`src/rtl/nor_erase_pkg.sv`:
```
// Package: shared state encodings and the chip-erase command table.
// Assumes a 16-bit data bus; command addresses fit in 16 bits.
package nor_erase_pkg;

    localparam int CMD_LEN = 6;

    typedef enum logic [2:0] {
        S_IDLE,
        S_WP_PRE,
        S_CMD,
        S_WP_POST,
        S_POLL,
        S_FIN
    } seq_state_t;

    typedef enum logic [2:0] {
        PH_IDLE,
        PH_SETUP,
        PH_WSTRB,
        PH_HOLD,
        PH_RSTRB,
        PH_RECOV
    } bus_phase_t;

    // Address of command write number idx (0..5)
    function automatic logic [15:0] cmd_addr(input logic [2:0] idx);
        case (idx)
            3'd1, 3'd4: cmd_addr = 16'h2AAA;
            default:    cmd_addr = 16'h5555;
        endcase
    endfunction

    // Low data byte of command write number idx (0..5)
    function automatic logic [7:0] cmd_data(input logic [2:0] idx);
        case (idx)
            3'd0, 3'd3: cmd_data = 8'hAA;
            3'd1, 3'd4: cmd_data = 8'h55;
            3'd2:       cmd_data = 8'h80;
            3'd5:       cmd_data = 8'h10;
            default:    cmd_data = 8'h00;
        endcase
    endfunction

endpackage

```
`src/rtl/nor_bus_cycle.sv`:
```
// Module: nor_bus_cycle
// Runs one flash bus cycle per go pulse: either a write (setup, strobe,
// hold) or a read (output-enable strobe, then recovery with OE high).
// Pulses ack_o for one cycle when the cycle, including recovery, ends.
// Assumes all timing parameters are at least 1 and that go_i is only
// raised while no cycle is in flight.
module nor_bus_cycle
    import nor_erase_pkg::*;
#(
    parameter int AW        = 21,
    parameter int T_SETUP   = 1,
    parameter int T_PULSE   = 3,
    parameter int T_HOLD    = 1,
    parameter int T_RECOV   = 2,
    parameter bit STROBE_CE = 1'b0
) (
    input  logic          clk,
    input  logic          rst_n,
    input  logic          go_i,
    input  logic          rd_i,
    input  logic [AW-1:0] addr_i,
    input  logic [15:0]   wdata_i,
    input  logic [15:0]   dq_i,
    output logic          ack_o,
    output logic [15:0]   rdata_o,
    output logic [AW-1:0] bus_addr_o,
    output logic [15:0]   bus_dq_o,
    output logic          bus_dq_oe_o,
    output logic          bus_ce_n_o,
    output logic          bus_we_n_o,
    output logic          bus_oe_n_o
);

    localparam int T_A  = (T_SETUP > T_PULSE) ? T_SETUP : T_PULSE;
    localparam int T_B  = (T_HOLD > T_RECOV) ? T_HOLD : T_RECOV;
    localparam int TMAX = (T_A > T_B) ? T_A : T_B;
    localparam int CW   = $clog2(TMAX + 1);

    bus_phase_t    ph;
    logic [CW-1:0] cnt;
    logic [AW-1:0] addr_r;
    logic [15:0]   data_r;
    logic          wr_act;
    logic          wstrb;
    logic          rstrb;

    // Phase sequencer: steps through the phases of one bus cycle
    always_ff @(posedge clk) begin
        if (!rst_n) begin
            ph      <= PH_IDLE;
            cnt     <= '0;
            ack_o   <= 1'b0;
            addr_r  <= '0;
            data_r  <= '0;
            rdata_o <= '0;
        end else begin
            ack_o <= 1'b0;
            case (ph)
                PH_IDLE: begin
                    if (go_i) begin
                        addr_r <= addr_i;
                        data_r <= wdata_i;
                        if (rd_i) begin
                            ph  <= PH_RSTRB;
                            cnt <= CW'(T_PULSE - 1);
                        end else begin
                            ph  <= PH_SETUP;
                            cnt <= CW'(T_SETUP - 1);
                        end
                    end
                end
                PH_SETUP: begin
                    if (cnt == '0) begin
                        ph  <= PH_WSTRB;
                        cnt <= CW'(T_PULSE - 1);
                    end else begin
                        cnt <= cnt - 1'b1;
                    end
                end
                PH_WSTRB: begin
                    if (cnt == '0) begin
                        ph  <= PH_HOLD;
                        cnt <= CW'(T_HOLD - 1);
                    end else begin
                        cnt <= cnt - 1'b1;
                    end
                end
                PH_HOLD: begin
                    if (cnt == '0) begin
                        ph    <= PH_IDLE;
                        ack_o <= 1'b1;
                    end else begin
                        cnt <= cnt - 1'b1;
                    end
                end
                PH_RSTRB: begin
                    if (cnt == '0) begin
                        rdata_o <= dq_i;
                        ph      <= PH_RECOV;
                        cnt     <= CW'(T_RECOV - 1);
                    end else begin
                        cnt <= cnt - 1'b1;
                    end
                end
                PH_RECOV: begin
                    if (cnt == '0) begin
                        ph    <= PH_IDLE;
                        ack_o <= 1'b1;
                    end else begin
                        cnt <= cnt - 1'b1;
                    end
                end
                default: ph <= PH_IDLE;
            endcase
        end
    end

    // Phase decode shared by both strobe modes
    always_comb begin
        wr_act = (ph == PH_SETUP) || (ph == PH_WSTRB) || (ph == PH_HOLD);
        wstrb  = (ph == PH_WSTRB);
        rstrb  = (ph == PH_RSTRB);
    end

    // Strobe-mode variant: which pin forms the write pulse
    generate
        if (STROBE_CE) begin : g_ce_strobe
            assign bus_ce_n_o = !(wstrb || rstrb);
            assign bus_we_n_o = !wr_act;
        end else begin : g_we_strobe
            assign bus_ce_n_o = !(wr_act || rstrb);
            assign bus_we_n_o = !wstrb;
        end
    endgenerate

    assign bus_oe_n_o  = !rstrb;
    assign bus_dq_oe_o = wr_act;
    assign bus_dq_o    = data_r;
    assign bus_addr_o  = addr_r;

endmodule

```
`src/rtl/nor_poll_judge.sv`:
```
// Module: nor_poll_judge
// Judges toggle-bit poll reads: a hit when DQ6 equals the previous read,
// an expiry when the budget is spent without a hit. Hit takes priority.
// Also keeps DQ2 from the latest read. Assumes MAX_POLLS >= 2.
module nor_poll_judge #(
    parameter int MAX_POLLS = 16
) (
    input  logic clk,
    input  logic rst_n,
    input  logic clear_i,
    input  logic rd_vld_i,
    input  logic dq6_i,
    input  logic dq2_i,
    output logic hit_o,
    output logic expire_o,
    output logic dq2_o
);

    localparam int PW = $clog2(MAX_POLLS + 1);

    logic [PW-1:0] cnt;
    logic          seen;
    logic          prev;

    // Decision for the read being acknowledged in this cycle
    always_comb begin
        hit_o    = rd_vld_i && seen && (dq6_i == prev);
        expire_o = rd_vld_i && !hit_o && (cnt == PW'(MAX_POLLS - 1));
    end

    // History of the previous read and the read count
    always_ff @(posedge clk) begin
        if (!rst_n || clear_i) begin
            cnt   <= '0;
            seen  <= 1'b0;
            prev  <= 1'b0;
            dq2_o <= 1'b0;
        end else if (rd_vld_i) begin
            cnt   <= cnt + 1'b1;
            seen  <= 1'b1;
            prev  <= dq6_i;
            dq2_o <= dq2_i;
        end
    end

endmodule

```
`src/rtl/nor_erase_seq.sv`:
```
// Module: nor_erase_seq (top)
// Full-chip erase sequencer: write-protect margin, six command writes,
// write-protect margin, toggle-bit polling, one-cycle done/error report.
// Assumes 16 <= ADDR_MSB+1 and all timing parameters >= 1.
module nor_erase_seq
    import nor_erase_pkg::*;
#(
    parameter int ADDR_MSB  = 20,
    parameter bit STROBE_CE = 1'b0,
    parameter int T_SETUP   = 1,
    parameter int T_PULSE   = 3,
    parameter int T_HOLD    = 1,
    parameter int T_RECOV   = 2,
    parameter int T_WPHOLD  = 100,
    parameter int MAX_POLLS = 16
) (
    input  logic                clk,
    input  logic                rst_n,
    input  logic                start_i,
    output logic                busy_o,
    output logic                done_o,
    output logic                err_o,
    output logic                dq2_stat_o,
    output logic [ADDR_MSB:0]   flash_addr_o,
    input  logic [15:0]         flash_dq_i,
    output logic [15:0]         flash_dq_o,
    output logic                flash_dq_oe_o,
    output logic                flash_ce_n_o,
    output logic                flash_oe_n_o,
    output logic                flash_we_n_o,
    output logic                flash_wp_n_o
);

    localparam int AW  = ADDR_MSB + 1;
    localparam int WCW = $clog2(T_WPHOLD + 1);

    seq_state_t     state;
    logic [WCW-1:0] wcnt;
    logic [2:0]     idx;
    logic           inflight;
    logic           ok_r;
    logic           go;
    logic           ack;
    logic           rd_vld;
    logic           hit;
    logic           expire;
    logic           clr;
    logic [AW-1:0]  cyc_addr;
    logic [15:0]    cyc_data;
    logic [15:0]    rdata;
    logic           unused_rdata;

    // Request generation toward the bus-cycle engine
    always_comb begin
        go       = ((state == S_CMD) || (state == S_POLL)) && !inflight;
        cyc_addr = (state == S_CMD) ? AW'(cmd_addr(idx)) : '0;
        cyc_data = {8'h00, cmd_data(idx)};
        rd_vld   = ack && (state == S_POLL);
        clr      = (state == S_IDLE) && start_i;
    end

    // Main sequence: margins, command writes, polling, report
    always_ff @(posedge clk) begin
        if (!rst_n) begin
            state    <= S_IDLE;
            wcnt     <= '0;
            idx      <= '0;
            inflight <= 1'b0;
            ok_r     <= 1'b0;
        end else begin
            if (go) begin
                inflight <= 1'b1;
            end else if (ack) begin
                inflight <= 1'b0;
            end
            case (state)
                S_IDLE: begin
                    if (start_i) begin
                        state <= S_WP_PRE;
                        wcnt  <= WCW'(T_WPHOLD - 1);
                        idx   <= '0;
                        ok_r  <= 1'b0;
                    end
                end
                S_WP_PRE: begin
                    if (wcnt == '0) begin
                        state <= S_CMD;
                    end else begin
                        wcnt <= wcnt - 1'b1;
                    end
                end
                S_CMD: begin
                    if (ack) begin
                        if (idx == 3'(CMD_LEN - 1)) begin
                            state <= S_WP_POST;
                            wcnt  <= WCW'(T_WPHOLD - 1);
                        end else begin
                            idx <= idx + 1'b1;
                        end
                    end
                end
                S_WP_POST: begin
                    if (wcnt == '0) begin
                        state <= S_POLL;
                    end else begin
                        wcnt <= wcnt - 1'b1;
                    end
                end
                S_POLL: begin
                    if (hit) begin
                        state <= S_FIN;
                        ok_r  <= 1'b1;
                    end else if (expire) begin
                        state <= S_FIN;
                        ok_r  <= 1'b0;
                    end
                end
                S_FIN: begin
                    state <= S_IDLE;
                end
                default: state <= S_IDLE;
            endcase
        end
    end

    // Outcome and status outputs
    always_comb begin
        busy_o       = (state != S_IDLE);
        done_o       = (state == S_FIN) && ok_r;
        err_o        = (state == S_FIN) && !ok_r;
        flash_wp_n_o = (state != S_IDLE);
        unused_rdata = ^{rdata[15:7], rdata[5:3], rdata[1:0]};
    end

    nor_bus_cycle #(
        .AW        (AW),
        .T_SETUP   (T_SETUP),
        .T_PULSE   (T_PULSE),
        .T_HOLD    (T_HOLD),
        .T_RECOV   (T_RECOV),
        .STROBE_CE (STROBE_CE)
    ) u_bus (
        .clk         (clk),
        .rst_n       (rst_n),
        .go_i        (go),
        .rd_i        (state == S_POLL),
        .addr_i      (cyc_addr),
        .wdata_i     (cyc_data),
        .dq_i        (flash_dq_i),
        .ack_o       (ack),
        .rdata_o     (rdata),
        .bus_addr_o  (flash_addr_o),
        .bus_dq_o    (flash_dq_o),
        .bus_dq_oe_o (flash_dq_oe_o),
        .bus_ce_n_o  (flash_ce_n_o),
        .bus_we_n_o  (flash_we_n_o),
        .bus_oe_n_o  (flash_oe_n_o)
    );

    nor_poll_judge #(
        .MAX_POLLS (MAX_POLLS)
    ) u_judge (
        .clk      (clk),
        .rst_n    (rst_n),
        .clear_i  (clr),
        .rd_vld_i (rd_vld),
        .dq6_i    (rdata[6]),
        .dq2_i    (rdata[2]),
        .hit_o    (hit),
        .expire_o (expire),
        .dq2_o    (dq2_stat_o)
    );

endmodule

```
`config.mk`:
```
export PLATFORM = sky130hd
export DESIGN_NAME = nor_erase_seq
export DESIGN_NICKNAME = d
export VERILOG_FILES = /design/src/rtl/nor_erase_pkg.sv /design/src/rtl/nor_bus_cycle.sv /design/src/rtl/nor_poll_judge.sv /design/src/rtl/nor_erase_seq.sv
export SDC_FILE = /design/constraint.sdc
export NUM_CORES = 1
export LEC_CHECK = 0
export BUFFER_PORTS_ARGS = -buffer_cell sky130_fd_sc_hd__buf_2
export CORE_ASPECT_RATIO = 1.1
export CORE_MARGIN = 5
export CORE_UTILIZATION = 48
export CTS_CLUSTER_SIZE = 14
export DETAILED_ROUTE_END_ITERATION = 16
export GPL_TIMING_DRIVEN = 0
export PLACE_DENSITY = 0.74
export SLEW_MARGIN = 20
export SYNTH_ARGS = -nofsm -noshare
export SYNTH_HDL_FRONTEND = slang
export SYNTH_SLANG_ARGS = --single-unit
```
`constraint.sdc`:
```
create_clock -name clk -period 5.75 [get_ports clk]
set_clock_uncertainty 0.1 [all_clocks]
set_input_delay 0.575 -clock clk [delete_from_list [all_inputs] [get_ports clk]]
set_output_delay 0.575 -clock clk [all_outputs]
set_load 0.01 [all_outputs]
```
After elaboration in Yosys (flattened, before gate mapping)
Index checks and enable logic that the tools add are counted.
Operators by class
  add/sub/neg operators: 4
  eq/ne operators: 31
  muxes and demuxes: 41
  reduce and logical (&&, ||, !) cells: 45
Operators by type and width (number)
  $mux 3: 16
  $pmux 8 s4: 1
  $pmux 3 s5: 2
  $mux 7: 4
  $pmux 7 s3: 1
  $eq 3x2->1 const B: 6
  $eq 3x3->1 const B: 6
  $ne 2x2->1 const B: 9
  $mux 16: 1
  $mux 15: 1
  $mux 2: 6
  $pmux 2 s5: 1
  $reduce_and 5->1: 2
  $eq 3x1->1 const B: 3
  $logic_and 1x1->1: 9
  $logic_not 3->1: 3
  $ne 2x1->1 const B: 4
  $reduce_or 2->1: 4
  $logic_not 1->1: 7
  $logic_not 7->1: 1
  $sub 7x1->7 const B: 1
  $mux 1: 6
  $pmux 3 s2: 1
  $reduce_and 2->1: 3
  other kinds (15): 23
Storage, ports and cells
  bits in registers: 65
  output and inout bits: 46

Depth between registers and ports, before layout
Gate-level depths: netlist of the first run.
  word-level depth: 10
  gate-level depth with buffers: 7
  mapped depth without buffers: 6

Modules after synthesis
Synthesis of the first run repeated with hierarchy kept, for this count alone.
Unflattened totals
  cell total of the unflattened synthesis: 451
  area total of the unflattened synthesis: 3782.4 um^2
Modules (own cells, without submodules)
  nor_bus_cycle: times used 1, cells an instance 292, area each 2358.5 um^2
  nor_erase_seq: times used 1, cells an instance 122, area each 1062.3 um^2
  nor_poll_judge: times used 1, cells an instance 37, area each 361.6 um^2

Least setup slack after synthesis of the first run
Ideal clock, no wire load.
  kind: flip-flop to output port
  start: register state[2]
  end: output flash_wp_n_o
  arrival time: 1.140 ns
  required time: 5.075 ns
  setup slack: 3.935 ns
  stages on the path, launching flop included: 4
  cells stage by stage: dfxtp_1 > clkbuf_1 > or3_1 > buf_4
On the way
  cells in the longest elaborated chain, start to end: 1
Ends and longest elaborated chain
  start: declaration: line nor_erase_seq.sv:37  | seq_state_t state;
  start signal: assignment: line nor_erase_seq.sv:65  | state <= S_IDLE;
  start signal: assignment: line nor_erase_seq.sv:79  | state <= S_WP_PRE;
  start signal: assignment: line nor_erase_seq.sv:87  | state <= S_CMD;
  $reduce_bool 3->1
  end: declaration: line nor_erase_seq.sv:31  | output logic flash_wp_n_o
Every way passes these cells.

Worst setup path after layout of the first run
  start: register state[2]
  end: output flash_wp_n_o
On the way
  cells in the longest elaborated chain, start to end: 1
Ends and longest elaborated chain
  $reduce_bool 3->1: line nor_erase_seq.sv:131  | flash_wp_n_o = (state != S_IDLE);
Every way passes these cells.

==> results of run 1 <==
==> state kept, by name (all words and copies together), names as in the netlist <==
signal / flops
u_bus.ack_o: 1
u_bus.bus_addr_o: 2
ok_r: 1
wcnt: 7
idx: 3
u_bus.rdata_o: 2
u_judge.dq2_o: 1
u_judge.prev: 1
u_judge.seen: 1
u_judge.cnt: 5
inflight: 1
u_bus.ph: 3
u_bus.bus_dq_o: 4
u_bus.cnt: 2
state: 3
==> metal layers <==
layer | GRT usage (%) | share of wire [%]
met4 | 7.69 | 1.8
met5 | 0 | 0
met2 | 28.9 | 48
met1 | 16.8 | 44
met3 | 4.77 | 5.5
==> Yosys cell counts (all sizes together), types with 3 or more instances <==
library cell / instances
o21ai: 7
ha: 12
a31oi: 5
inv: 10
a211oi: 3
or4: 3
or3b: 3
xnor2: 4
xor2: 5
nand2: 17
nor3: 11
a21oi: 20
nand4: 4
nor2: 22
dfxtp: 37
nand3: 7
and3: 5
buf: 37
or3: 5
clkbuf: 9
mux2i: 8
nor2b: 5
nand2b: 3
==> stage by stage <==
step	instance area, um2	hold WS [ns]
final	2700	0.349
after CTS	2700	0.354
after floorplan	2360	0.360
after global routing	2700	0.379
after global placement	2600	0.340
after detailed placement	2600	0.345
==> power breakdown <==
part / total (W) / switching, W / internal (W)
clock: 0.000196 / 0.0000992 / 0.0000972
sequential: 0.000295 / 0.0000176 / 0.000278
combinational: 0.000266 / 0.000156 / 0.000110
==> worst register-to-register path, cell delays in order, from the launching register on <==
cell and delay (ns):
dfxtp_1 0.37, inv_1 0.07, ha_1 0.20, nor4b_2 0.18, and3_1 0.18, buf_2 0.14, or4_1 0.46, a31oi_1 0.16
==> cell families after synthesis <==
| kind of cell | count (synthesis) | synth area share (%) |
|---|---|---|
| compound gates | 55 | 15.7 |
| xor+xnor | 9 | 3.74 |
| fa+ha+maj | 12 | 6.50 |
| buf+inv | 56 | 14.6 |
| flops | 37 | 32.1 |
| mux | 8 | 3.47 |
| other cells | 1 | 0.162 |
| simple gates | 97 | 23.8 |
==> final cells by class <==
class / instances / area [um2]
Multi-Input combinational cell: 195 / 1280
Timing Repair Buffer: 35 / 175
Clock inverter: 2 / 13.8
Tap cell: 56 / 70.1
Clock buffer: 6 / 82.6
Fill cell: 452 / 1950
Sequential cell: 37 / 741
Inverter: 10 / 37.5
Buffer: 46 / 299
==> worst max-delay path by stage <==
| stage | slack (ns) | to | cells after the start | startpoint |
|---|---|---|---|---|
| floorplan | 3.94 | flash_wp_n_o | 3 | state[2] |
| global placement | 3.79 | flash_wp_n_o | 4 | state[2] |
| detailed placement | 3.78 | wcnt[4] | 4 | rst_n |
| CTS | 3.44 | flash_wp_n_o | 4 | state[2] |
| global route | 3.29 | err_o | 5 | state[2] |
| finish | 3.45 | flash_wp_n_o | 4 | state[2] |
==> report_table.html, run 1 <==
<table>
<tr><th>Metric</th><th>Value</th></tr>
<tr><th colspan="2">Hold path</th></tr>
<tr><td>Worst hold stages</td><td>2</td></tr>
<tr><td>Terminating pin of the worst hold path</td><td>u_bus.bus_dq_o[4]</td></tr>
<tr><td>Path type of the worst min-delay path</td><td>reg -&gt; reg</td></tr>
<tr><td>Hold path start</td><td>u_bus.bus_dq_o[4]</td></tr>
<tr><th colspan="2">Floorplan</th></tr>
<tr><td>Chip width</td><td>76.1 um</td></tr>
<tr><td>Die span in y</td><td>82.8 um</td></tr>
<tr><td>Placeable core region</td><td>0.00465 mm2</td></tr>
<tr><td>IO Count</td><td>65</td></tr>
<tr><td>Std-Cell Rows</td><td>26</td></tr>
<tr><td>Initial core utilization</td><td>49.7%</td></tr>
<tr><td>Area of the die</td><td>0.00630 mm2</td></tr>
<tr><th colspan="2">Worst setup path</th></tr>
<tr><td>Classification of the worst setup path</td><td>reg -&gt; out</td></tr>
<tr><td>Number of cells on the worst reg-to-reg path</td><td>7</td></tr>
<tr><td>Arrival time at the worst endpoint</td><td>1.62 ns</td></tr>
<tr><td>Flop-to-flop setup slack</td><td>3.81 ns</td></tr>
<tr><td>Cell-by-cell listing of the critical path</td><td>clkbuf_1, or3_1, buf_4, buf_2</td></tr>
<tr><td>Standard cell with the maximum stage delay on the critical path</td><td>or3_1</td></tr>
<tr><td>Combined buffer and inverter count along the critical path</td><td>3</td></tr>
<tr><td>R2r startpoint</td><td>wcnt[0]</td></tr>
<tr><td>Sort of element at the start of the critical path</td><td>flop</td></tr>
<tr><td>Highest net fanout along the worst path</td><td>10</td></tr>
<tr><td>Crit path largest cell delay</td><td>0.43 ns</td></tr>
<tr><td>End of the worst register-to-register path</td><td>wcnt[6]</td></tr>
<tr><td>Top delay family on crit path</td><td>buffers and inverters</td></tr>
<tr><td>Type of destination of the critical path</td><td>output port</td></tr>
<tr><td>Worst path required time</td><td>5.08 ns</td></tr>
<tr><th colspan="2">Layout</th></tr>
<tr><td>Fraction of final layout cells with drive strength greater than 1</td><td>26.6%</td></tr>
<tr><td>Final Core Density</td><td>58.0%</td></tr>
<tr><td>Commonest cells after routing, fill and taps aside</td><td>buf_2 (40), dfxtp_1 (37), buf_4 (32)</td></tr>
<tr><td>Most common cell after layout, fill and taps aside</td><td>buf_2</td></tr>
<tr><td>Total Nets Final</td><td>361</td></tr>
<tr><td>Syn-to-layout area delta</td><td>16.9%</td></tr>
<tr><td>Number of cells in the finished layout apart from fillers</td><td>387</td></tr>
<tr><td>Diodes inserted</td><td>0</td></tr>
<tr><th colspan="2">Routing</th></tr>
<tr><td>Post-detailed-route DRC marker count</td><td>0</td></tr>
<tr><td>Ratio of routed vias to standard cells</td><td>5.22</td></tr>
<tr><td>Residual antenna-violating net count after detailed routing</td><td>0</td></tr>
<tr><td>First drt pass iteration count</td><td>4</td></tr>
<tr><td>Routed wire length per instance</td><td>12.4 um</td></tr>
<tr><td>Total vias in the final route</td><td>2022</td></tr>
<tr><td>Total length of routed wires</td><td>4810 um</td></tr>
<tr><td>Iteration-0 DRC count of the detailed router</td><td>95</td></tr>
<tr><th colspan="2">Clocking</th></tr>
<tr><td>Number of buffers added to fix hold violations after cts</td><td>0</td></tr>
<tr><td>CTS Sinks</td><td>37</td></tr>
<tr><td>Buffer levels on the longest clock path</td><td>2</td></tr>
<tr><td>Clock-pin slew of the registers on the worst-case setup and hold paths</td><td>0.08 ns</td></tr>
<tr><td>Library cell used as clock root buffer</td><td>clkbuf_8</td></tr>
<tr><td>Clock tree from TritonCTS</td><td>done</td></tr>
<tr><td>Clock latency of the later-clocked register in the worst-skew pair</td><td>0.30 ns</td></tr>
<tr><td>H-tree lvl count</td><td>2</td></tr>
<tr><td>Number of gates resized after CTS</td><td>0</td></tr>
<tr><td>Post-CTS Setup Bufs</td><td>0</td></tr>
<tr><td>Number of CTS-inserted buffers</td><td>5</td></tr>
<tr><th colspan="2">Synth</th></tr>
<tr><td>Synthesized flop and latch total</td><td>37</td></tr>
<tr><td>Warning count from the yosys run</td><td>0</td></tr>
<tr><td>Largest cells by area after synthesis</td><td>dfxtp_1 (32%), buf_4 (10%), ha_1 (6.5%), a21oi_1 (4.3%), nor2_1 (3.6%)</td></tr>
<tr><td>Fraction of registers with async set or reset after synthesis</td><td>0%</td></tr>
<tr><td>Cell count after synthesis</td><td>275</td></tr>
<tr><td>Cell type with the largest total area after synthesis</td><td>dfxtp_1</td></tr>
<tr><td>Main flop type after synthesis</td><td>dfxtp_1</td></tr>
<tr><td>Post-synth top area share</td><td>32.1%</td></tr>
<tr><td>Synthesized area per cell</td><td>8.40 um2</td></tr>
<tr><td>EDFF count, synth</td><td>0</td></tr>
<tr><td>Number of distinct standard cells referenced by the synthesized netlist</td><td>55</td></tr>
<tr><td>Sequential cell area fraction in the yosys report</td><td>32.1%</td></tr>
<tr><td>Post-Synthesis Cell Area</td><td>0.00231 mm2</td></tr>
<tr><th colspan="2">Power</th></tr>
<tr><td>Total power per unit cell area</td><td>281 mW/mm2</td></tr>
<tr><td>Total power</td><td>0.000758 W</td></tr>
<tr><td>Leakage component of the power</td><td>1.22 nW</td></tr>
<tr><td>Worst IR drop on VDD</td><td>0.000250 V</td></tr>
<tr><th colspan="2">Place</th></tr>
<tr><td>Placer Congestion</td><td>0.872</td></tr>
<tr><td># port buffers</td><td>35</td></tr>
<tr><td>Hpwl dp</td><td>3650 um</td></tr>
<tr><td>Pre-CTS setup slack</td><td>3.78 ns</td></tr>
<tr><td>Post-placement cell count</td><td>379</td></tr>
<tr><th colspan="2">STA</th></tr>
<tr><td>Crit path setup slack, layout</td><td>3.45 ns</td></tr>
<tr><td>Period minus WS final</td><td>2.30 ns</td></tr>
<tr><td>Final Hold Viols</td><td>0</td></tr>
<tr><td>Max-slew violation count</td><td>0</td></tr>
<tr><td>Sum of negative setup slack</td><td>0 ns</td></tr>
<tr><td>Final Cycle Share</td><td>39.9%</td></tr>
<tr><td>Relative slew margins</td><td>64.1%</td></tr>
<tr><td>Highest clock rate</td><td>436 MHz</td></tr>
<tr><td>Final setup viols</td><td>0</td></tr>
<tr><td>Unrepaired setup endpoints after global routing</td><td>no</td></tr>
<tr><td>Worst-margin pin slew</td><td>0.539 ns</td></tr>
<tr><th colspan="2">GRT</th></tr>
<tr><td>Maximum number of pins on one net before global-route repair</td><td>13</td></tr>
<tr><td>Initial antenna violation count</td><td>0</td></tr>
<tr><td>Combined global-route utilization of all metal layers</td><td>15.8%</td></tr>
<tr><td>GR Overflow Total</td><td>0</td></tr>
<tr><td>Wire length of the first global-routing pass</td><td>8140 um</td></tr>
<tr><td>Via count of the first global-routing pass</td><td>1883</td></tr>
<tr><th colspan="2">Flow run</th></tr>
<tr><td>Max_cap viols</td><td>0</td></tr>
<tr><th colspan="2">Status</th></tr>
<tr><td>Result of the run</td><td>completed</td></tr>
</table>
(Power assumes the default switching activity.)
==> inputs of run 2 (changes only) <==
--- a/config.mk
+++ b/config.mk
@@ -5,6 +5,7 @@
 export SDC_FILE = /design/constraint.sdc
 export NUM_CORES = 1
 export LEC_CHECK = 0
+export ABC_AREA = 1
 export BUFFER_PORTS_ARGS = -buffer_cell sky130_fd_sc_hd__buf_2
 export CORE_ASPECT_RATIO = 1.1
 export CORE_MARGIN = 5
@@ -12,7 +13,7 @@
 export CTS_CLUSTER_SIZE = 14
 export DETAILED_ROUTE_END_ITERATION = 16
 export GPL_TIMING_DRIVEN = 0
-export PLACE_DENSITY = 0.74
+export PLACE_DENSITY = 0.77
 export SLEW_MARGIN = 20
 export SYNTH_ARGS = -nofsm -noshare
 export SYNTH_HDL_FRONTEND = slang
==> constraint.sdc (replaced) <==
create_clock -name clk -period 1.9 [get_ports clk]
set_clock_uncertainty 0.1 [all_clocks]
set_input_delay 0.19 -clock clk [delete_from_list [all_inputs] [get_ports clk]]
set_output_delay 0.19 -clock clk [all_outputs]
set_load 0.01 [all_outputs]
==> report_table.html, run 2 <==
<table>
<tr><th>Metric</th><th>Value</th></tr>
<tr><th colspan="2">Worst setup path</th></tr>
<tr><td>Number of cells on the worst reg-to-reg path</td><td>9 (was 7)</td></tr>
<tr><td>Capture point of the worst path</td><td>flash_wp_n_o (unchanged)</td></tr>
<tr><td>Highest net fanout along the worst path</td><td>5 (was 10)</td></tr>
<tr><td>Classification of the worst setup path</td><td>reg -&gt; out (unchanged)</td></tr>
<tr><td>Worst path required time</td><td>1.61 ns (was 5.08 ns)</td></tr>
<tr><td>Arrival time at the worst endpoint</td><td>1.45 ns (was 1.62 ns)</td></tr>
<tr><td>Worst setup path startpoint</td><td>state[0] (was state[2])</td></tr>
<tr><td>Flop-to-flop setup slack</td><td>0.28 ns (was 3.81 ns)</td></tr>
<tr><td>Sort of element at the start of the critical path</td><td>flop (unchanged)</td></tr>
<tr><td>End of the worst register-to-register path</td><td>idx[1] (was wcnt[6])</td></tr>
<tr><td>R2r startpoint</td><td>idx[1] (was wcnt[0])</td></tr>
<tr><td>Type of destination of the critical path</td><td>output port (unchanged)</td></tr>
<tr><th colspan="2">Floorplan</th></tr>
<tr><td>Placeable core region</td><td>0.00493 mm2 (was 0.00465 mm2)</td></tr>
<tr><td>Std-Cell Rows</td><td>27 (was 26)</td></tr>
<tr><td>Initial core utilization</td><td>48.4% (was 49.7%)</td></tr>
<tr><td>Die span in y</td><td>84.0 um (was 82.8 um)</td></tr>
<tr><td>IO Count</td><td>65 (unchanged)</td></tr>
<tr><td>Chip width</td><td>77.2 um (was 76.1 um)</td></tr>
<tr><td>Area of the die</td><td>0.00649 mm2 (was 0.00630 mm2)</td></tr>
<tr><th colspan="2">GRT</th></tr>
<tr><td>Initial antenna violation count</td><td>0 (unchanged)</td></tr>
<tr><td>Maximum number of pins on one net before global-route repair</td><td>11 (was 13)</td></tr>
<tr><td>Wire length of the first global-routing pass</td><td>7890 um (was 8140 um)</td></tr>
<tr><td>Combined global-route utilization of all metal layers</td><td>14.4% (was 15.8%)</td></tr>
<tr><td>GR Overflow Total</td><td>0 (unchanged)</td></tr>
<tr><td>Via count of the first global-routing pass</td><td>1927 (was 1883)</td></tr>
<tr><th colspan="2">Synth</th></tr>
<tr><td>Fraction of registers with async set or reset after synthesis</td><td>0% (unchanged)</td></tr>
<tr><td>EDFF count, synth</td><td>0 (unchanged)</td></tr>
<tr><td>Synthesized area per cell</td><td>7.30 um2 (was 8.40 um2)</td></tr>
<tr><td>Largest cells by area after synthesis</td><td>dfxtp_1 (31%), nand2_1 (10%), buf_4 (10%), ha_1 (6.3%), a21oi_1 (6.1%) (was dfxtp_1 (32%), buf_4 (10%), ha_1 (6.5%), a21oi_1 (4.3%), nor2_1 (3.6%))</td></tr>
<tr><td>Sequential cell area fraction in the yosys report</td><td>31.0% (was 32.1%)</td></tr>
<tr><td>Cell type with the largest total area after synthesis</td><td>dfxtp_1 (unchanged)</td></tr>
<tr><td>Warning count from the yosys run</td><td>0 (unchanged)</td></tr>
<tr><td>Main flop type after synthesis</td><td>dfxtp_1 (unchanged)</td></tr>
<tr><td>Cell count after synthesis</td><td>327 (was 275)</td></tr>
<tr><td>Most used standard cell by instance count after synthesis</td><td>nand2_1 (was dfxtp_1)</td></tr>
<tr><td>Post-Synthesis Cell Area</td><td>0.00239 mm2 (was 0.00231 mm2)</td></tr>
<tr><td>Synthesized flop and latch total</td><td>37 (unchanged)</td></tr>
<tr><td>Post-synth top area share</td><td>31.0% (was 32.1%)</td></tr>
<tr><td>Number of distinct standard cells referenced by the synthesized netlist</td><td>36 (was 55)</td></tr>
<tr><td>Ranking of synthesized cells by instance count</td><td>nand2_1 (66), dfxtp_1 (37), inv_1 (33) (was dfxtp_1 (37), buf_4 (32), nor2_1 (22))</td></tr>
<tr><th colspan="2">Routing</th></tr>
<tr><td>Residual antenna-violating net count after detailed routing</td><td>0 (unchanged)</td></tr>
<tr><td>Total vias in the final route</td><td>2093 (was 2022)</td></tr>
<tr><td>Post-detailed-route DRC marker count</td><td>0 (unchanged)</td></tr>
<tr><td>Detailed route wirelength on metal3</td><td>328 um (was 265 um)</td></tr>
<tr><td>First drt pass iteration count</td><td>4 (unchanged)</td></tr>
<tr><td>Iteration-0 DRC count of the detailed router</td><td>80 (was 95)</td></tr>
<tr><td>Total length of routed wires</td><td>4630 um (was 4810 um)</td></tr>
<tr><td>Max Used Layer</td><td>met4 (unchanged)</td></tr>
<tr><td>Routed met2 length</td><td>2160 um (was 2320 um)</td></tr>
<tr><td>Routed metal-1 wire length</td><td>2020 um (was 2140 um)</td></tr>
<tr><td>Ratio of routed vias to standard cells</td><td>4.75 (was 5.22)</td></tr>
<tr><td>Routed wire length per instance</td><td>10.5 um (was 12.4 um)</td></tr>
<tr><th colspan="2">STA</th></tr>
<tr><td>Period minus WS final</td><td>1.74 ns</td></tr>
<tr><td>Unrepaired setup endpoints after global routing</td><td>no (unchanged)</td></tr>
<tr><td>Worst-margin pin slew</td><td>0.609 ns (was 0.539 ns)</td></tr>
<tr><td>Final Cycle Share</td><td>91.4%</td></tr>
<tr><td>Final Hold Viols</td><td>0 (unchanged)</td></tr>
<tr><td>Sum of negative setup slack</td><td>0 ns (unchanged)</td></tr>
<tr><td>Highest clock rate</td><td>576 MHz</td></tr>
<tr><td>Max-slew violation count</td><td>0 (unchanged)</td></tr>
<tr><td>Final setup viols</td><td>0 (unchanged)</td></tr>
<tr><td>Relative slew margins</td><td>59.4% (was 64.1%)</td></tr>
<tr><th colspan="2">Layout</th></tr>
<tr><td>Total Nets Final</td><td>414 (was 361)</td></tr>
<tr><td>Number of flip-flops under the largest register name</td><td>7 (unchanged)</td></tr>
<tr><td>Sequential cell area in the final layout</td><td>741 um2 (unchanged)</td></tr>
<tr><td>Area taken by multi-input logic gates</td><td>0.00128 mm2 (about the same)</td></tr>
<tr><td>Syn-to-layout area delta</td><td>16.2% (was 16.9%)</td></tr>
<tr><td>Diodes inserted</td><td>0 (unchanged)</td></tr>
<tr><td>Commonest cells after routing, fill and taps aside</td><td>nand2_1 (66), buf_2 (37), dfxtp_1 (37) (was buf_2 (40), dfxtp_1 (37), buf_4 (32))</td></tr>
<tr><td>Number of cells in the finished layout apart from fillers</td><td>441 (was 387)</td></tr>
<tr><td>Most common cell after layout, fill and taps aside</td><td>nand2_1 (was buf_2)</td></tr>
<tr><td>Biggest register</td><td>wcnt (unchanged)</td></tr>
<tr><td>Fraction of final layout cells with drive strength greater than 1</td><td>27.9% (was 26.6%)</td></tr>
<tr><td>Fillcell total</td><td>451 (was 452)</td></tr>
<tr><th colspan="2">Clocking</th></tr>
<tr><td>Clock latency of the later-clocked register in the worst-skew pair</td><td>0.28 ns (was 0.30 ns)</td></tr>
<tr><td>Clock tree from TritonCTS</td><td>done (unchanged)</td></tr>
<tr><td>Post-CTS Setup Bufs</td><td>0 (unchanged)</td></tr>
<tr><td>H-tree lvl count</td><td>2 (unchanged)</td></tr>
<tr><td>Number of CTS-inserted buffers</td><td>5 (unchanged)</td></tr>
<tr><td>Number of gates resized after CTS</td><td>0 (unchanged)</td></tr>
<tr><td>Buffer levels on the longest clock path</td><td>2 (unchanged)</td></tr>
<tr><td>Number of buffers added to fix hold violations after cts</td><td>0 (unchanged)</td></tr>
<tr><td>Library cell used as clock root buffer</td><td>clkbuf_8 (unchanged)</td></tr>
<tr><td>CTS Sinks</td><td>37 (unchanged)</td></tr>
<tr><td>Clock-pin slew of the registers on the worst-case setup and hold paths</td><td>0.07 ns (was 0.08 ns)</td></tr>
<tr><th colspan="2">Place</th></tr>
<tr><td>Hpwl dp</td><td>3650 um (about the same)</td></tr>
<tr><td>Placer Congestion</td><td>0.870 (was 0.872)</td></tr>
<tr><td># port buffers</td><td>36 (was 35)</td></tr>
<tr><td>Post-placement cell count</td><td>434 (was 379)</td></tr>
<tr><th colspan="2">Power</th></tr>
<tr><td>Leakage component of the power</td><td>1.41 nW (was 1.22 nW)</td></tr>
<tr><td>Worst IR drop on VDD</td><td>0.000741 V (was 0.000250 V)</td></tr>
<tr><td>Total power per unit cell area</td><td>1250 mW/mm2 (was 281 mW/mm2)</td></tr>
<tr><th colspan="2">Hold path</th></tr>
<tr><td>Path type of the worst min-delay path</td><td>in -&gt; reg (was reg -&gt; reg)</td></tr>
<tr><th colspan="2">Flow run</th></tr>
<tr><td>Max_cap viols</td><td>0 (unchanged)</td></tr>
<tr><th colspan="2">Status</th></tr>
<tr><td>Result of the run</td><td>completed (unchanged)</td></tr>
</table>
==> run 2: changes by cell type in the layout (fill, tap and decap cells not counted), moves of 6 or more <==
cell / before / now
nor2_1: 22 / 30
o21ai_0: 6 / 12
nor3_1: 9 / 0
nand2_1: 17 / 66
a21oi_1: 20 / 29
clkbuf_1: 9 / 2
nand3_1: 6 / 21
inv_1: 10 / 33
mux2i_1: 8 / 0
==> run 2: cell type report <==
type                       count  share of cell area [%]
inverter                      42                    6.04
multi-input combinational    227                    46.1
sequential                    37                    26.7
clock buffer                   7                    3.11
buffer                        34                    8.97
timing repair buffer          36                    6.49
tap                           58                    2.61
==> run 2: cells by family (layout without fill, tap and decap cells) <==
| logic type | count (synthesis) | count (layout) | synth area share, % |
|---|---|---|---|
| other | 1 | 14 | 0.157 |
| adders and majority gates | 12 | 12 | 6.29 |
| buffers and inverters | 76 | 119 | 17.5 |
| and+or+nand+nor | 145 | 145 | 31.8 |
| xor gates and xnor gates | 4 | 4 | 1.47 |
| AOI/OAI and AO/OA | 52 | 52 | 11.8 |
| DFF | 37 | 37 | 31.0 |
==> run 2: report_power, final <==
| group | total (W) | internal [W] | switching [W] |
|---|---|---|---|
| Sequential | 0.00108 | 0.000935 | 0.000142 |
| Combinational | 0.00184 | 0.000701 | 0.00114 |
| Clock | 0.000553 | 0.000288 | 0.000265 |
==> run 2: metal layers <==
layer  vias up  GRT usage, %
li1       1110             -
met1       912          16.1
met2        60          25.2
met3        11          3.56
met4         0          6.72
met5         -             0
==> run 2: worst min-delay path by stage <==
stage / from / end / slack, ns / cells after the start
after floorplan: rst_n / u_judge.cnt[4] / 0.25 / 2
after global placement: u_judge.dq2_o / u_judge.dq2_o / 0.35 / 2
after detailed placement: u_judge.dq2_o / u_judge.dq2_o / 0.35 / 2
after CTS: flash_dq_i[2] / u_bus.rdata_o[2] / 0.07 / 3
after global routing: flash_dq_i[2] / u_bus.rdata_o[2] / 0.08 / 3
final: flash_dq_i[2] / u_bus.rdata_o[2] / 0.08 / 3
==> run 2: critical path, stage by stage, from the launching register on <==
cell	delay, ns
dfxtp_1	0.39
nor2_4	0.19
inv_2	0.05
nor2_2	0.18
inv_2	0.09
buf_4	0.14
buf_2	0.13
==> run 2: through the flow <==
stage,total power (W),util [%],hold WS [ns],area (um2),setup WS [ns]
finish,0.00347,56.3,0.0755,2780,0.164
global route,0.00380,56.3,0.0834,2780,0.0819
detailed placement,0.00293,54.5,0.348,2690,0.306
global placement,0.00289,54.5,0.347,2690,0.330
floorplan,0.00254,-,0.249,2440,0.464
CTS,0.00349,56.3,0.0662,2780,0.145
==> inputs of run 3 (changes only) <==
--- a/config.mk
+++ b/config.mk
@@ -9,11 +9,11 @@
 export BUFFER_PORTS_ARGS = -buffer_cell sky130_fd_sc_hd__buf_2
 export CORE_ASPECT_RATIO = 1.1
 export CORE_MARGIN = 5
-export CORE_UTILIZATION = 48
+export CORE_UTILIZATION = 40
 export CTS_CLUSTER_SIZE = 14
 export DETAILED_ROUTE_END_ITERATION = 16
 export GPL_TIMING_DRIVEN = 0
-export PLACE_DENSITY = 0.77
+export PLACE_DENSITY = 0.66
 export SLEW_MARGIN = 20
 export SYNTH_ARGS = -nofsm -noshare
 export SYNTH_HDL_FRONTEND = slang
==> report_table.html, run 3 (synthesis gave the netlist of run 2 again) <==
<table>
<tr><th>Metric</th><th>Value</th></tr>
<tr><th colspan="2">Layout</th></tr>
<tr><td>Fraction of final layout cells with drive strength greater than 1</td><td>28.4% (was 27.9%)</td></tr>
<tr><td>Biggest register</td><td>wcnt (unchanged)</td></tr>
<tr><td>Most common cell after layout, fill and taps aside</td><td>nand2_1 (unchanged)</td></tr>
<tr><td>Total Nets Final</td><td>414 (unchanged)</td></tr>
<tr><td>Commonest cells after routing, fill and taps aside</td><td>nand2_1 (66), buf_2 (37), dfxtp_1 (37) (unchanged)</td></tr>
<tr><td>Fillcell total</td><td>603 (was 451)</td></tr>
<tr><td>Area taken by multi-input logic gates</td><td>0.00128 mm2 (unchanged)</td></tr>
<tr><td>Number of cells in the finished layout apart from fillers</td><td>461 (was 441)</td></tr>
<tr><td>Sequential cell area in the final layout</td><td>741 um2 (unchanged)</td></tr>
<tr><td>Number of flip-flops under the largest register name</td><td>7 (unchanged)</td></tr>
<tr><td>Syn-to-layout area delta</td><td>18.7% (was 16.2%)</td></tr>
<tr><td>Diodes inserted</td><td>0 (unchanged)</td></tr>
<tr><th colspan="2">Routing</th></tr>
<tr><td>Post-detailed-route DRC marker count</td><td>0 (unchanged)</td></tr>
<tr><td>Total vias in the final route</td><td>2075 (was 2093)</td></tr>
<tr><td>Routed wire length per instance</td><td>10.1 um (was 10.5 um)</td></tr>
<tr><td>Total length of routed wires</td><td>4670 um (was 4630 um)</td></tr>
<tr><td>Iteration-0 DRC count of the detailed router</td><td>56 (was 80)</td></tr>
<tr><td>Ratio of routed vias to standard cells</td><td>4.50 (was 4.75)</td></tr>
<tr><td>Residual antenna-violating net count after detailed routing</td><td>0 (unchanged)</td></tr>
<tr><td>First drt pass iteration count</td><td>4 (unchanged)</td></tr>
<tr><th colspan="2">Clocking</th></tr>
<tr><td>Number of buffers added to fix hold violations after cts</td><td>0 (unchanged)</td></tr>
<tr><td>Clock latency of the later-clocked register in the worst-skew pair</td><td>0.29 ns (was 0.28 ns)</td></tr>
<tr><td>H-tree lvl count</td><td>2 (unchanged)</td></tr>
<tr><td>CTS Sinks</td><td>37 (unchanged)</td></tr>
<tr><td>Number of gates resized after CTS</td><td>0 (unchanged)</td></tr>
<tr><td>Buffer levels on the longest clock path</td><td>2 (unchanged)</td></tr>
<tr><td>Post-CTS Setup Bufs</td><td>0 (unchanged)</td></tr>
<tr><td>Clock tree from TritonCTS</td><td>done (unchanged)</td></tr>
<tr><td>Library cell used as clock root buffer</td><td>clkbuf_8 (unchanged)</td></tr>
<tr><td>Number of CTS-inserted buffers</td><td>5 (unchanged)</td></tr>
<tr><td>Clock-pin slew of the registers on the worst-case setup and hold paths</td><td>0.08 ns (was 0.07 ns)</td></tr>
<tr><th colspan="2">STA</th></tr>
<tr><td>Relative slew margins</td><td>64.0% (was 59.4%)</td></tr>
<tr><td>Final setup viols</td><td>0 (unchanged)</td></tr>
<tr><td>Max-slew violation count</td><td>0 (unchanged)</td></tr>
<tr><td>Final Hold Viols</td><td>0 (unchanged)</td></tr>
<tr><td>Sum of negative setup slack</td><td>0 ns (unchanged)</td></tr>
<tr><td>Period minus WS final</td><td>1.76 ns (was 1.74 ns)</td></tr>
<tr><td>Highest clock rate</td><td>569 MHz (was 576 MHz)</td></tr>
<tr><td>Final Cycle Share</td><td>92.5% (was 91.4%)</td></tr>
<tr><td>Unrepaired setup endpoints after global routing</td><td>no (unchanged)</td></tr>
<tr><td>Worst-margin pin slew</td><td>0.541 ns (was 0.609 ns)</td></tr>
<tr><th colspan="2">Floorplan</th></tr>
<tr><td>Chip width</td><td>83.7 um (was 77.2 um)</td></tr>
<tr><td>IO Count</td><td>65 (unchanged)</td></tr>
<tr><td>Std-Cell Rows</td><td>29 (was 27)</td></tr>
<tr><td>Placeable core region</td><td>0.00581 mm2 (was 0.00493 mm2)</td></tr>
<tr><td>Die span in y</td><td>91.0 um (was 84.0 um)</td></tr>
<tr><td>Initial core utilization</td><td>41.1% (was 48.4%)</td></tr>
<tr><td>Area of the die</td><td>0.00762 mm2 (was 0.00649 mm2)</td></tr>
<tr><th colspan="2">Worst setup path</th></tr>
<tr><td>Classification of the worst setup path</td><td>reg -&gt; out (unchanged)</td></tr>
<tr><td>Worst path required time</td><td>1.61 ns (about the same)</td></tr>
<tr><td>R2r startpoint</td><td>u_judge.cnt[0] (was idx[1])</td></tr>
<tr><td>Arrival time at the worst endpoint</td><td>1.47 ns (was 1.45 ns)</td></tr>
<tr><td>Type of destination of the critical path</td><td>output port (unchanged)</td></tr>
<tr><td>Sort of element at the start of the critical path</td><td>flop (unchanged)</td></tr>
<tr><td>Worst setup path startpoint</td><td>state[0] (unchanged)</td></tr>
<tr><td>Highest net fanout along the worst path</td><td>5 (unchanged)</td></tr>
<tr><th colspan="2">GRT</th></tr>
<tr><td>Combined global-route utilization of all metal layers</td><td>12.3% (was 14.4%)</td></tr>
<tr><td>Initial antenna violation count</td><td>0 (unchanged)</td></tr>
<tr><td>GR Overflow Total</td><td>0 (unchanged)</td></tr>
<tr><td>Maximum number of pins on one net before global-route repair</td><td>13 (was 11)</td></tr>
<tr><td>Via count of the first global-routing pass</td><td>1869 (was 1927)</td></tr>
<tr><td>Wire length of the first global-routing pass</td><td>8000 um (was 7890 um)</td></tr>
<tr><th colspan="2">Flow run</th></tr>
<tr><td>Max_cap viols</td><td>0 (unchanged)</td></tr>
<tr><th colspan="2">Power</th></tr>
<tr><td>Leakage component of the power</td><td>1.42 nW (was 1.41 nW)</td></tr>
<tr><td>Total power per unit cell area</td><td>1280 mW/mm2 (was 1250 mW/mm2)</td></tr>
<tr><td>Worst IR drop on VDD</td><td>0.000719 V (was 0.000741 V)</td></tr>
<tr><th colspan="2">Place</th></tr>
<tr><td>Post-placement cell count</td><td>453 (was 434)</td></tr>
<tr><td># port buffers</td><td>36 (unchanged)</td></tr>
<tr><td>Hpwl dp</td><td>3700 um (was 3650 um)</td></tr>
<tr><td>Placer Congestion</td><td>0.831 (was 0.870)</td></tr>
<tr><th colspan="2">Status</th></tr>
<tr><td>Result of the run</td><td>completed (unchanged)</td></tr>
<tr><th colspan="2">Hold path</th></tr>
<tr><td>Path type of the worst min-delay path</td><td>in -&gt; reg (unchanged)</td></tr>
<tr><td>Hold path start</td><td>flash_dq_i[2] (unchanged)</td></tr>
</table>
==> run 3: cell types whose count changed in the layout (fill, tap and decap cells not counted) <==
cell,delta
bufinv_16,+1
clkbuf_1,-1
clkinvlp_4,+1
==> run 3: per-stage QoR <==
stage                     cell area (um2)  util [%]  total power [W]  setup slack (ns)  hold WS, ns
after detailed placement             2710      46.7          0.00294             0.295        0.358
final                                2830      48.8          0.00362             0.142       0.0699
after floorplan                      2440         -          0.00254             0.464        0.249
after CTS                            2830      48.8          0.00366             0.105       0.0638
after global routing                 2830      48.8          0.00395            0.0282       0.0795
after global placement               2710      46.7          0.00291             0.316        0.349
==> run 3: report_power, final <==
part	internal, W	switching [W]	total [W]
registers	0.000934	0.000146	0.00108
clock network	0.000427	0.000291	0.000718
logic	0.000699	0.00113	0.00183
==> run 3: final cells by class <==
cell class,instances,share of cell area (%)
flip-flops and latches,37,26.1
well taps,77,3.40
clock buffers,6,2.92
clock inverters,2,1.33
multi-input cells,227,45.1
inverters,42,5.92
repair buffers,36,6.36
plain buffers,34,8.79
==> run 3: worst paths after layout <==
check	to	slack, ns	depth (start not counted)
worst max-delay path	flash_wp_n_o	0.14	6
worst min-delay path	u_bus.rdata_o[2]	0.07	3
worst max register to register	state[1]	0.26	12
worst min register to register	u_bus.bus_dq_o[4]	0.37	2
==> run 3: critical path: stages (launching register included) <==
cell and delay [ns]:
dfxtp_1 0.39, nor2_4 0.20, inv_2 0.05, nor2_2 0.19, inv_2 0.08, buf_4 0.13
buf_2 0.13
==> run 3: routing by layer <==
layer	share of wire, %	global-route usage (%)	vias up
met1	47	14.9	914
li1	-	-	1112
met3	5.7	3.26	4
met5	0	0	-
met4	0.90	3.89	0
met2	47	21.2	45
